<file path="config.mk">
export PLATFORM = sky130hd
export DESIGN_NAME = ssi_pos_reader
export DESIGN_NICKNAME = d
export VERILOG_FILES = /design/src/rtl/ssi_reader_pkg.sv /design/src/rtl/ssi_half_timer.sv /design/src/rtl/ssi_shift_gray.sv /design/src/rtl/ssi_pos_reader.sv
export SDC_FILE = /design/constraint.sdc
export NUM_CORES = 1
export LEC_CHECK = 0
export ABC_AREA = 0
export BUFFER_PORTS_ARGS = -buffer_cell sky130_fd_sc_hd__buf_2
export CAP_MARGIN = 25
export CORE_MARGIN = 5
export CORE_UTILIZATION = 41
export CTS_CLUSTER_SIZE = 16
export DETAILED_ROUTE_END_ITERATION = 8
export PLACE_DENSITY = 0.65
export SETUP_SLACK_MARGIN = 0.5
export SYNTH_ARGS = -nofsm -noshare
export SYNTH_HDL_FRONTEND = slang
export SYNTH_HIERARCHICAL = 1
export SYNTH_SLANG_ARGS = --single-unit
export TNS_END_PERCENT = 20
</file>
<file path="constraint.sdc">
create_clock -name clk_i -period 3.15 [get_ports clk_i]
set_input_delay 0.1575 -clock clk_i [delete_from_list [all_inputs] [get_ports clk_i]]
set_output_delay 0.1575 -clock clk_i [all_outputs]
set_load 0.05 [all_outputs]
</file>
<file path="src/rtl/ssi_reader_pkg.sv">
package ssi_reader_pkg;

    // Sequencer phases of the reader
    typedef enum logic [1:0] {
        ST_IDLE  = 2'd0,
        ST_FRAME = 2'd1,
        ST_CHECK = 2'd2
    } ssi_state_e;

endpackage

</file>
<file path="src/rtl/ssi_half_timer.sv">
// Counts system cycles while enabled and emits a tick at every half period.
module ssi_half_timer #(
    parameter int HALF_CYC = 25
) (
    input  logic clk_i,
    input  logic rst_ni,
    input  logic run_i,
    output logic tick_o
);
    localparam int TW = (HALF_CYC > 1) ? $clog2(HALF_CYC) : 1;

    logic [TW-1:0] cnt_d, cnt_q;

    always_comb begin
        tick_o = run_i && (cnt_q == TW'(HALF_CYC - 1));
        cnt_d  = cnt_q;
        if (!run_i || tick_o) begin
            cnt_d = '0;
        end else begin
            cnt_d = cnt_q + 1'b1;
        end
    end

    always_ff @(posedge clk_i or negedge rst_ni) begin
        if (!rst_ni) cnt_q <= '0;
        else         cnt_q <= cnt_d;
    end

    // Consecutive ticks would mean a zero-length clock phase
    assert_tick_spacing_R2: assert property (@(posedge clk_i) disable iff (!rst_ni)
        tick_o |=> !tick_o);

endmodule

</file>
<file path="src/rtl/ssi_shift_gray.sv">
// Serial word assembly, MSB first, with optional running Gray decode.
module ssi_shift_gray #(
    parameter int W = 24
) (
    input  logic         clk_i,
    input  logic         rst_ni,
    input  logic         clr_i,
    input  logic         shift_i,
    input  logic         gray_i,
    input  logic         bit_i,
    output logic [W-1:0] word_o
);
    logic [W-1:0] word_d, word_q;
    logic         next_bit;

    always_comb begin
        // After a clear the last stored bit is 0, so the first bit passes unchanged
        next_bit = gray_i ? (word_q[0] ^ bit_i) : bit_i;
        word_d   = word_q;
        if (clr_i) begin
            word_d = '0;
        end else if (shift_i) begin
            word_d = {word_q[W-2:0], next_bit};
        end
    end

    always_ff @(posedge clk_i or negedge rst_ni) begin
        if (!rst_ni) word_q <= '0;
        else         word_q <= word_d;
    end

    assign word_o = word_q;

    // The sequencer never clears and shifts in one cycle
    assert_clr_shift_excl_R3: assert property (@(posedge clk_i) disable iff (!rst_ni)
        !(clr_i && shift_i));

endmodule

</file>
<file path="src/rtl/ssi_pos_reader.sv">
module ssi_pos_reader
    import ssi_reader_pkg::*;
#(
    parameter int W          = 24,
    parameter int CYC_PER_US = 50,
    parameter int HALF_CYC   = 25,
    parameter int LOW_US     = 5,
    parameter int HIGH_US    = 30
) (
    input  logic         clk_i,
    input  logic         rst_ni,
    input  logic         start_i,
    input  logic         gray_i,
    input  logic         sdata_i,
    output logic         sclk_o,
    output logic [W-1:0] pos_o,
    output logic         done_o,
    output logic         fault_o
);
    localparam int LOW_CYC    = LOW_US * CYC_PER_US;
    localparam int HIGH_CYC   = HIGH_US * CYC_PER_US;
    localparam int FRAME_CLKS = W + 1;
    localparam int FW         = $clog2(FRAME_CLKS + 1);
    localparam int CW         = $clog2(HIGH_CYC + 1);

    typedef struct packed {
        ssi_state_e    st;
        logic          sclk;
        logic          smp;
        logic [FW-1:0] falls;
        logic          gsel;
        logic          lowbad;
        logic [CW-1:0] chk;
        logic          done;
        logic          fault;
        logic [W-1:0]  pos;
    } regs_t;

    localparam regs_t REGS_RST = '{
        st: ST_IDLE, sclk: 1'b1, smp: 1'b0, falls: '0, gsel: 1'b0,
        lowbad: 1'b0, chk: '0, done: 1'b0, fault: 1'b0, pos: '0
    };

    regs_t        r_d, r_q;
    logic         tick;
    logic         tmr_run;
    logic         shift_en;
    logic         clr_word;
    logic [W-1:0] word;

    ssi_half_timer #(.HALF_CYC(HALF_CYC)) u_timer (
        .clk_i  (clk_i),
        .rst_ni (rst_ni),
        .run_i  (tmr_run),
        .tick_o (tick)
    );

    ssi_shift_gray #(.W(W)) u_shift (
        .clk_i   (clk_i),
        .rst_ni  (rst_ni),
        .clr_i   (clr_word),
        .shift_i (shift_en),
        .gray_i  (r_q.gsel),
        .bit_i   (r_q.smp),
        .word_o  (word)
    );

    always_comb begin
        r_d      = r_q;
        r_d.done = 1'b0;
        tmr_run  = (r_q.st == ST_FRAME);
        shift_en = 1'b0;
        clr_word = 1'b0;

        unique case (r_q.st)
            ST_IDLE: begin
                if (start_i) begin
                    // first falling edge: capture the MSB on this edge
                    r_d.st     = ST_FRAME;
                    r_d.sclk   = 1'b0;
                    r_d.smp    = sdata_i;
                    r_d.falls  = FW'(1);
                    r_d.gsel   = gray_i;
                    r_d.lowbad = 1'b0;
                    clr_word   = 1'b1;
                end
            end
            ST_FRAME: begin
                if (tick) begin
                    if (!r_q.sclk) begin
                        r_d.sclk = 1'b1;
                        // the power-failure bit (last fall) is not shifted
                        shift_en = (r_q.falls <= FW'(W));
                        if (r_q.falls == FW'(FRAME_CLKS)) begin
                            r_d.st  = ST_CHECK;
                            r_d.chk = '0;
                        end
                    end else begin
                        r_d.sclk  = 1'b0;
                        r_d.smp   = sdata_i;
                        r_d.falls = r_q.falls + 1'b1;
                    end
                end
            end
            ST_CHECK: begin
                r_d.chk = r_q.chk + 1'b1;
                if (r_q.chk == CW'(LOW_CYC - 1) && sdata_i) begin
                    r_d.lowbad = 1'b1;
                end
                if (r_q.chk == CW'(HIGH_CYC - 1)) begin
                    r_d.st    = ST_IDLE;
                    r_d.done  = 1'b1;
                    r_d.fault = r_q.lowbad | ~sdata_i;
                    r_d.pos   = word;
                end
            end
            default: r_d = REGS_RST;
        endcase
    end

    always_ff @(posedge clk_i or negedge rst_ni) begin
        if (!rst_ni) r_q <= REGS_RST;
        else         r_q <= r_d;
    end

    assign sclk_o  = r_q.sclk;
    assign pos_o   = r_q.pos;
    assign done_o  = r_q.done;
    assign fault_o = r_q.fault;

    assert_done_pulse_R10: assert property (@(posedge clk_i) disable iff (!rst_ni)
        done_o |=> !done_o);

    assert_fault_hold_R10: assert property (@(posedge clk_i) disable iff (!rst_ni)
        !done_o |-> $stable(fault_o));

    assert_pos_hold_R10: assert property (@(posedge clk_i) disable iff (!rst_ni)
        !done_o |-> $stable(pos_o));

    assert_sclk_parked_R7: assert property (@(posedge clk_i) disable iff (!rst_ni)
        (r_q.st != ST_FRAME) |-> sclk_o);

    assert_frame_len_R2: assert property (@(posedge clk_i) disable iff (!rst_ni)
        r_q.falls <= FW'(FRAME_CLKS));

    assert_busy_start_R11: assert property (@(posedge clk_i) disable iff (!rst_ni)
        (r_q.st == ST_CHECK && start_i) |=> (r_q.st != ST_FRAME));

endmodule

</file>
* After elaboration in Yosys (flattened, before gate mapping)
Cells that the tools add are included.
** Operators by class
- Add/sub/neg operators :: 3
- $lt $le $gt $ge :: 1
- Equality and inequality tests :: 13
- Muxes and demuxes :: 27
- Bitwise logic cells :: 8
- Reductions and logical operators :: 15
** Operators with widths (number)
- one-hot mux 26 bit (2 select lines) :: 1
- two-way mux 24 bit :: 2
- two-way mux 11 bit :: 4
- one-hot mux 11 bit (3 select lines) :: 1
- two-way mux 26 bit :: 1
- one-hot mux 7 bit (3 select lines) :: 1
- != test 2 bit, second input constant :: 7
- adder 11 x 1 -> 11 bit, second input constant :: 1
- == test 11 bit, second input constant :: 1
- == test 11 x 8 -> 1 bit, second input constant :: 1
- adder 5 x 1 -> 5 bit, second input constant :: 2
- == test 5 bit, second input constant :: 2
- two-way mux 9 bit :: 1
- two-way mux 1 bit :: 8
- AND reduction 4 bit :: 2
- two-way mux 2 bit :: 3
- two-way mux 6 bit :: 1
- NOT 1 bit :: 6
- one-hot mux 2 bit (3 select lines) :: 1
- AND reduction 3 bit :: 2
- less-or-equal comparator 5 bit, second input constant :: 1
- two-way mux 5 bit :: 1
- AND reduction 5 bit :: 1
- AND reduction 2 bit :: 2
- 12 further kinds :: 14
** Storage, ports and cells
- Flip-flop bits (word level) :: 77
- Bits of input ports :: 5
- Output and inout bits :: 27
- Logic and storage cells :: 79

* Logic depth before layout (Yosys ltp)
Gate-level depths: netlist of run 1.
- Word-level depth :: 6
- Gate-level depth with buffers :: 11
- Gate-level depth less buffers :: 10

* By module
The synthesis of run 1 kept the hierarchy.
** Modules (own cells, without submodules)
- ssi_pos_reader :: instances 1, cells each 234, area each 2493.6 µm², seq. area each 1202.4 µm²
- ssi_shift_gray :: instances 1, cells each 81, area each 1006.0 µm², seq. area each 600.6 µm²
- ssi_half_timer :: instances 1, cells each 23, area each 285.3 µm², seq. area each 125.1 µm²

* Worst setup path after synthesis of run 1
OpenSTA, ideal clock, no wires.
- Kind :: reg2reg
- Start :: register u_timer.cnt_q[0]
- End :: register r_q[33] (netlist bit)
- Library setup time :: 110 ps
- Arrival time :: 2189 ps
- Data required time :: 3040 ps
- Slack :: 850 ps
- Stages on the path, launching flop included :: 10
- Buffers on the path :: 1
- Clock period less this slack :: 2300 ps
- Cell sequence :: dfrtp_1 > inv_1 > ha_1 > and4b_4 > and2_2 > nor2b_1 > a31oi_1 > or2_2 > clkbuf_1 > o41ai_1
** Between the ends
- Word-level cells in the longest chain between the ends :: 4
** Ends and longest elaborated chain
- start: declaration :: line ssi_half_timer.sv:12 : logic [TW-1:0] cnt_d, cnt_q;
- start signal: assignment :: line ssi_half_timer.sv:26 : else cnt_q <= cnt_d;
- == test 5 bit :: line ssi_half_timer.sv:15 : tick_o = run_i && (cnt_q == TW'(HALF_CYC - 1));
- logical AND 1 bit :: line ssi_half_timer.sv:15
- named net tick :: line ssi_pos_reader.sv:45 : logic tick;
- != test 2 bit (no line)
- AND reduction 4 bit (no line)
- end signal: assignment :: line ssi_pos_reader.sv:123 : else r_q <= r_d;
- end: declaration :: line ssi_pos_reader.sv:44 : regs_t r_d, r_q;
The timed path passes the listed nets, and every way through them passes these cells.
A chain may end at the register's enable or synchronous reset.

* Final worst setup path of run 1
- Start :: register u_timer.cnt_q[0]
- End :: register u_shift.word_q[0], in the netlist u_shift/word_o[0]
** Between the ends
- Word-level cells in the longest chain between the ends :: 5
** Ends and longest elaborated chain
- == test 5 bit :: line ssi_half_timer.sv:15
- logical AND 1 bit :: line ssi_half_timer.sv:15
- named net tick :: line ssi_pos_reader.sv:45
- two-way mux 1 bit :: line ssi_pos_reader.sv:89 : if (tick) begin
- two-way mux 1 bit :: line ssi_pos_reader.sv:75 : unique case (r_q.st)
- named net shift_en :: line ssi_pos_reader.sv:47 : logic shift_en;
- nonzero test 2 bit (no line)
- end signal: assignment :: line ssi_shift_gray.sv:29 : else word_q <= word_d;
- end: declaration :: line ssi_shift_gray.sv:13 : logic [W-1:0] word_d, word_q;
The timed path passes the listed nets, and every way through them passes these cells.

==> results of run 1 <==
[through the flow]
stage	hold slack [ns]	setup slack, ns	utilization (%)	instances	power (W)
after floorplan	-0.1381	0.8503	-	338	0.001624
after global placement	0.3680	0.6820	41.98	445	0.001791
after detailed placement	0.3696	0.5958	41.98	445	0.001803
after CTS	0.09121	0.5621	44.40	461	0.002610
after global routing	0.1115	0.5000	44.77	462	0.002746
final	0.1173	0.7362	44.77	462	0.002580
[metal layers]
metal	track usage (%)	vias up	routed length [um]
met4	6.105	0	125
met5	0	-	0
met2	19.58	37	3129
met1	16.95	1198	3254
li1	-	1201	-
met3	2.793	14	286
[report_power, final]
part	total (W)	switching [W]	internal, W
clock network	0.000797	0.000356	0.000441
registers	0.00111	0.0000606	0.00105
logic	0.000672	0.000455	0.000217
total	0.00258	0.000871	0.00171
[state kept, by name (all words and copies together) (netlist names)]
signal,count
r_q,21
done_o,1
fault_o,1
sclk_o,1
u_shift/word_o,24
pos_o,24
u_timer/cnt_q,5
[cells in the final DEF (no fill, tap or decap), types with 4 or more instances in the layout]
cell type / count
dfrtp_1: 76
nor2_1: 33
buf_2: 30
a22o_1: 26
mux2i_1: 23
o21ai_0: 19
nand2_1: 13
inv_1: 12
ha_1: 12
nand3_1: 9
clkbuf_8: 9
a21oi_1: 8
nand2b_1: 4
o21a_1: 4
o31ai_1: 4
nor2b_1: 4
buf_4: 4
[final timing paths]
check / from / to / cells past startpoint
setup / recovery: u_timer/cnt_q[0] / u_shift/word_o[0] / 11
hold / removal: sdata_i / r_q[44] / 3
setup reg to reg: u_timer/cnt_q[0] / u_shift/word_o[0] / 11
hold reg to reg: pos_o[17] / pos_o[17] / 1
max in group asynchronous: rst_ni / r_q[28] / 3
min in group asynchronous: rst_ni / pos_o[18] / 2
[cell families (layout without fill, tap and decap cells)]
logic type | after synthesis | count (layout) | synth area share [%]
and+or+nand+nor | 94 | 94 | 14.25
xor gates and xnor gates | 3 | 3 | 0.6943
adders and majority gates | 12 | 12 | 3.967
buffers and inverters | 51 | 64 | 9.190
muxes | 25 | 25 | 6.678
DFF | 77 | 77 | 50.94
AOI/OAI and AO/OA | 76 | 76 | 14.28
[area by class of cell]
class,instances,area [sq um]
clock buffers,9,123.9
clock inverters,6,86.33
flip-flops and latches,77,1928
repair buffers,37,229.0
multi-input cells,210,1526
well taps,111,138.9
fillers,854,5031
inverters,12,45.04
[worst min-delay path: stages]
cell,delay [ns]
buf_2,0.12
nand3_1,0.07
o21ai_0,0.07
[repair_timing]
item | in CTS | in global routing
hold endpoints to repair | 42 | 0
hold buffers | 1 | 0
endpoints found under the setup margin | 0 | 26
resized for setup | 0 | 2
==> flow_summary_export.csv, run 1 <==
group,metric,value,unit
routing,via_count,2450,
yosys,seq_area_frac_synth,50.94,%
yosys,synth_top_area_share,50.25,%
critical_path,cp_slowest_cell,"dfrtp_1",
cts,clkTransAtPathRegs,0.07,ns
critical_path,worst-endpoint-required,3.34,ns
cts,cts_setup_buffers,0,
yosys,synthTopCellsByCount,"dfrtp_1, nor2_1, a22o_1, buf_4, mux2i_1",
final_layout,nets,364,
run_status,outcome,"finished, final reports clean",
routing,antenna_left,0,
critical_path,critical_path.max_fanout,25,
yosys,syn_nets,355,
place,io_buffers,31,
timing,worstMarginPinSlew,0.8448,ns
timing,slew_headroom,43.68,%
job,drv_cap,0,
routing,avgViaCountPerCell,5.303,
yosys,synthTopCellsByArea,"dfrtp_1, mux2i_1, a22o_1",
critical_path,path_cells,"inv_1 -> ha_1 -> and4b_4 -> and2_2 -> nor2b_2 -> nand2_1 -> a31oi_4 -> buf_6 -> inv_1 -> o21ai_0 -> a21oi_1",
cts,htreeDepth,3,
floorplanning,core,9109,sq um
timing,skew,0.01007,ns
hold_path,hp-class,"input port to register",
cts,clock_latency,0.35,ns
timing,fmax,0.4143,GHz
critical_path,worstSetupStartpointType,"register",
floorplanning,rows,35,
global_routing,antenna_found_initial,0,
floorplanning,initial_core_util,41.55,%
place,place.gp.congestion,0.7614,
yosys,synthCells,338,
cts,numCtsBuffers,9,
floorplanning,die_height,106.1,um
timing,setup_viol,0,
routing,drc_errors,0,
cts,cts_tree,"built",
critical_path,r2r_slack,0.74,ns
routing,drt-total-wl,6796,um
pwr,p_leak,1.854,nW
routing,drt_iter0_markers,89,
routing,dr.pass1.iters,4,
floorplanning,die_area,11250,sq um
final_layout,syn2layout_area_growth,7.736,%
global_routing,grt_pass1_wl,11540,um
routing,wl_per_cell,14.71,um
global_routing,overflow,0,
yosys,yosysTopAreaCell,"dfrtp_1",
yosys,synth_seq_cells,77,
timing,rsz0062_at_grt,"no",
yosys,synth_cell_type_count,50,
critical_path,cp_num_buf_inv,3,
yosys,synth_area,3785,sq um
place,dp_hpwl,4475,um
yosys,yosys_warnings,6,
cts,cts-root-buf,"clkbuf_8",
critical_path,worst-setup-path-type,"register to register",
critical_path,worstSetupEndpointType,"register",
yosys,avgSynthCellArea,11.20,sq um
global_routing,grt_pass1_vias,2337,
global_routing,grt.total_usage,12.69,%
yosys,synth-async-reset-ratio,100.0,%
final_layout,drive_gt1_share,18.80,%
critical_path,arrival,2.60,ns
yosys,synth_ff_type,"dfrtp_1",
cts,cts.path.max_buffers,2,
pwr,power_density,632.6,nW/um^2
timing,fin_tns_setup,0,ns
yosys,synth.most_common_cell,"dfrtp_1",
floorplanning,fp.dieW,106.1,um
pwr,ir_worst_vdd,256.2,uV
final_layout,diodes,0,
timing,fin_crit,2.414,ns
cts,cts.sinks,77,
final_layout,final_cell_area,4078,sq um
critical_path,crit_top_cell,"inv_1",
critical_path,cp_top_family,"simple AND/OR/NAND/NOR gates",
yosys,synth_edf_count,0,
global_routing,grt_max_degree,78,
timing,final_max_slew_viol_count,0,
critical_path,cp_slowest_stage_delay,0.42,ns
floorplanning,ios,32,
timing,hold_viol,0,
place,dpl_cell_area,3824,sq um
timing,period_share,76.63,%
No activity file was read; power rests on OpenSTA's default activity.
==> run 2, diff against run 1 <==
Settings changed: PLACE_DENSITY 0.65 to 0.68.
Clock period 3.15 ns to 2 ns, I/O delays scaled along.
==> run 2 against run 1 <==
  * The flow now finishes with violations (negative setup slack)
  * Cell count rose by 8.0%
  * Clock skew fell by 0.0019 ns
  * Combinational power rose by 130%
  * Largest power group unchanged
  * First-iteration DRC count rose by 5.6%
  * Critical endpoint is now u_shift/word_o[3]
  * Non-clock buffer count rose by 36
  * Via count rose by 11%
  * Hold slack got worse by 0.090 ns
  * Clock power rose by 36%
==> flow_summary_export.csv, run 2 (synthesized netlist as in run 1, its figures left out) <==
group,metric,value,unit
critical_path,worst-endpoint-required,2.24,ns
floorplanning,die_height,106.1,um
routing,drt_iter0_markers,94,
pwr,p_comb_share,35.2,%
place,dp_hpwl,5050,um
cts,cts.sinks,77,
routing,via_count,2720,
critical_path,path_cells,"inv_2 -> ha_4 -> and4b_4 -> and2_4 -> nor2b_4 -> nand2_2 -> a31oi_4 -> buf_12 -> buf_16 -> mux2i_2 -> nor2_1",
critical_path,worstSetupEndpointType,"register",
critical_path,r2r_slack,-0.14,ns
place,pre_cts_ws,-0.05609,ns
routing,drt-total-wl,7718,um
critical_path,cp_num_buf_inv,3,
global_routing,antenna_found_initial,0,
routing,dr.pass1.iters,5,
critical_path,rr_worst_depth,11,
timing,hold_viol,0,
floorplanning,fp.dieW,106.1,um
hold_path,min_to,"r_q[44]",
critical_path,reg2reg_to,"u_shift/word_o[3]",
pwr,ir_worst_vdd,461.0,uV
hold_path,min_path_cells,3,
hold_path,hold_start,"sdata_i",
final_layout,syn2layout_area_growth,21.12,%
floorplanning,rows,35,
pwr,power_density,952.9,nW/um^2
critical_path,arrival,2.38,ns
final_layout,layout_commonest_cell,"dfrtp_1",
pwr,swShare,36.53,%
timing,setup_viol,27,
critical_path,cp_slowest_stage_delay,0.39,ns
final_layout,drive_gt1_share,33.25,%
global_routing,grt_max_degree,36,
timing,fmax,0.4682,GHz
place,place.gp.congestion,0.8175,
timing,slew_headroom,70.97,%
routing,antenna_left,0,
timing,fin_crit,2.136,ns
final_layout,final_cell_mix,"dfrtp_1, nor2_1, buf_4",
global_routing,grt.total_usage,14.52,%
cts,clock_latency,0.35,ns
cts,cts-root-buf,"clkbuf_8",
routing,wl_per_cell,15.47,um
pwr,pwr-share-seq,40.0,%
pwr,pwr-share-clk,24.8,%
final_layout,utilization,50.33,%
global_routing,grt_pass1_vias,2673,
floorplanning,ios,32,
final_layout,diodes,0,
final_layout,nets,400,
hold_path,hp-class,"input port to register",
critical_path,r2r_start,"u_timer/cnt_q[1]",
floorplanning,core,9109,sq um
critical_path,critical_path.max_fanout,5,
job,drv_cap,0,
global_routing,grt_pass1_wl,13100,um
cts,cts_tree,"built",
run_status,violations,"negative setup slack",
cts,numCtsBuffers,9,
timing,skew,0.008144,ns
timing,setup_slack,-0.1357,ns
critical_path,cp_slowest_cell,"dfrtp_1",
global_routing,overflow,0,
place,io_buffers,31,
cts,htreeDepth,3,
critical_path,worst-setup-path-type,"register to register",
pwr,p_leak,2.081,nW
timing,worstMarginPinSlew,0.4355,ns
pwr,p_sw,0.001596,W
routing,drc_errors,0,
routing,avgViaCountPerCell,5.451,
floorplanning,die_area,11250,sq um
run_status,outcome,"finished, violations left",
cts,cts.path.max_buffers,2,
cts,clkTransAtPathRegs,0.09,ns
critical_path,cp_top_family,"simple AND/OR/NAND/NOR gates",
timing,rsz0062_at_grt,"yes",
critical_path,worstSetupStartpointType,"register",
pwr,p_int,0.002773,W
floorplanning,initial_core_util,41.55,%
timing,final_max_slew_viol_count,0,
timing,period_share,106.8,%
## run 2: changes by cell type in the layout (fill, tap and decap cells not counted), moves of 3 or more
cell,before,now
mux2i_1,23,19
o41ai_1,3,0
ha_2,0,3
o21ai_0,19,11
buf_12,0,5
o41ai_2,0,3
buf_4,4,31
o21ai_1,0,7
mux2i_2,0,3
ha_1,12,7
## run 2: how the worst max path moves through the flow
stage | startpoint | endpoint | slack (ns) | depth (start not counted)
global route | u_timer/cnt_q[1] | u_shift/word_o[12] | -0.24 | 11
detailed placement | u_timer/cnt_q[0] | u_shift/word_o[14] | -0.06 | 10
CTS | u_timer/cnt_q[1] | u_shift/word_o[14] | -0.05 | 11
floorplan | u_timer/cnt_q[0] | u_shift/word_o[9] | -0.10 | 11
global placement | u_timer/cnt_q[0] | r_q[47] | 0.0004 | 8
finish | u_timer/cnt_q[1] | u_shift/word_o[3] | -0.14 | 11
## run 2: area by class of cell
class / count / area [sq um]
Clock buffer: 9 / 123.9
Clock inverter: 7 / 56.30
Fill cell: 807 / 4524
Inverter: 12 / 45.04
Multi-Input combinational cell: 210 / 1685
Sequential cell: 77 / 1928
Tap cell: 111 / 138.9
Timing Repair Buffer: 73 / 606.8
## run 2: timing repair
action	4_1_cts	5_1_grt
pin swaps	2	40
hold buffers	1	0
endpoints found under the setup margin	70	70
gates resized for setup	6	36
setup buffers	5	0
hold endpoints to repair	32	0
gates cloned	2	1
## run 2: through the flow
stage	TNS, ns	power (W)	std cells	cell area, sq um	hold WS (ns)
finish	-2.113	0.004369	499	4584	0.02771
floorplan	-2.105	0.002612	338	3844	-0.1956
detailed placement	-0.5696	0.003164	474	4140	0.07158
CTS	-0.9232	0.004266	498	4446	0.01432
global route	-5.930	0.004663	499	4584	0.05175
global placement	0	0.003125	474	4140	0.06610
## run 2: layer usage
metal | track usage [%] | vias up | wire (um)
met4 | 4.718 | 0 | 142
met1 | 18.09 | 1369 | 3392
li1 | - | 1286 | -
met3 | 3.643 | 13 | 312
met5 | 0 | - | 0
met2 | 24.73 | 52 | 3871
## run 2: power groups by stage
stage          combinational, W  clock (W)  sequential [W]
2_1_floorplan          0.000810          0         0.00180
3_3_place_gp            0.00136          0         0.00176
3_5_place_dp            0.00139          0         0.00177
4_1_cts                 0.00142    0.00111         0.00174
5_1_grt                 0.00171    0.00119         0.00176
6_report                0.00154    0.00108         0.00175
## run 2: worst min-delay path, delay by kind of cell
kind                   cells  cell delay (ns)
AO/OA/AOI/OAI              1             0.06
AND/OR/NAND/NOR            1             0.06
buffers and inverters      1             0.12
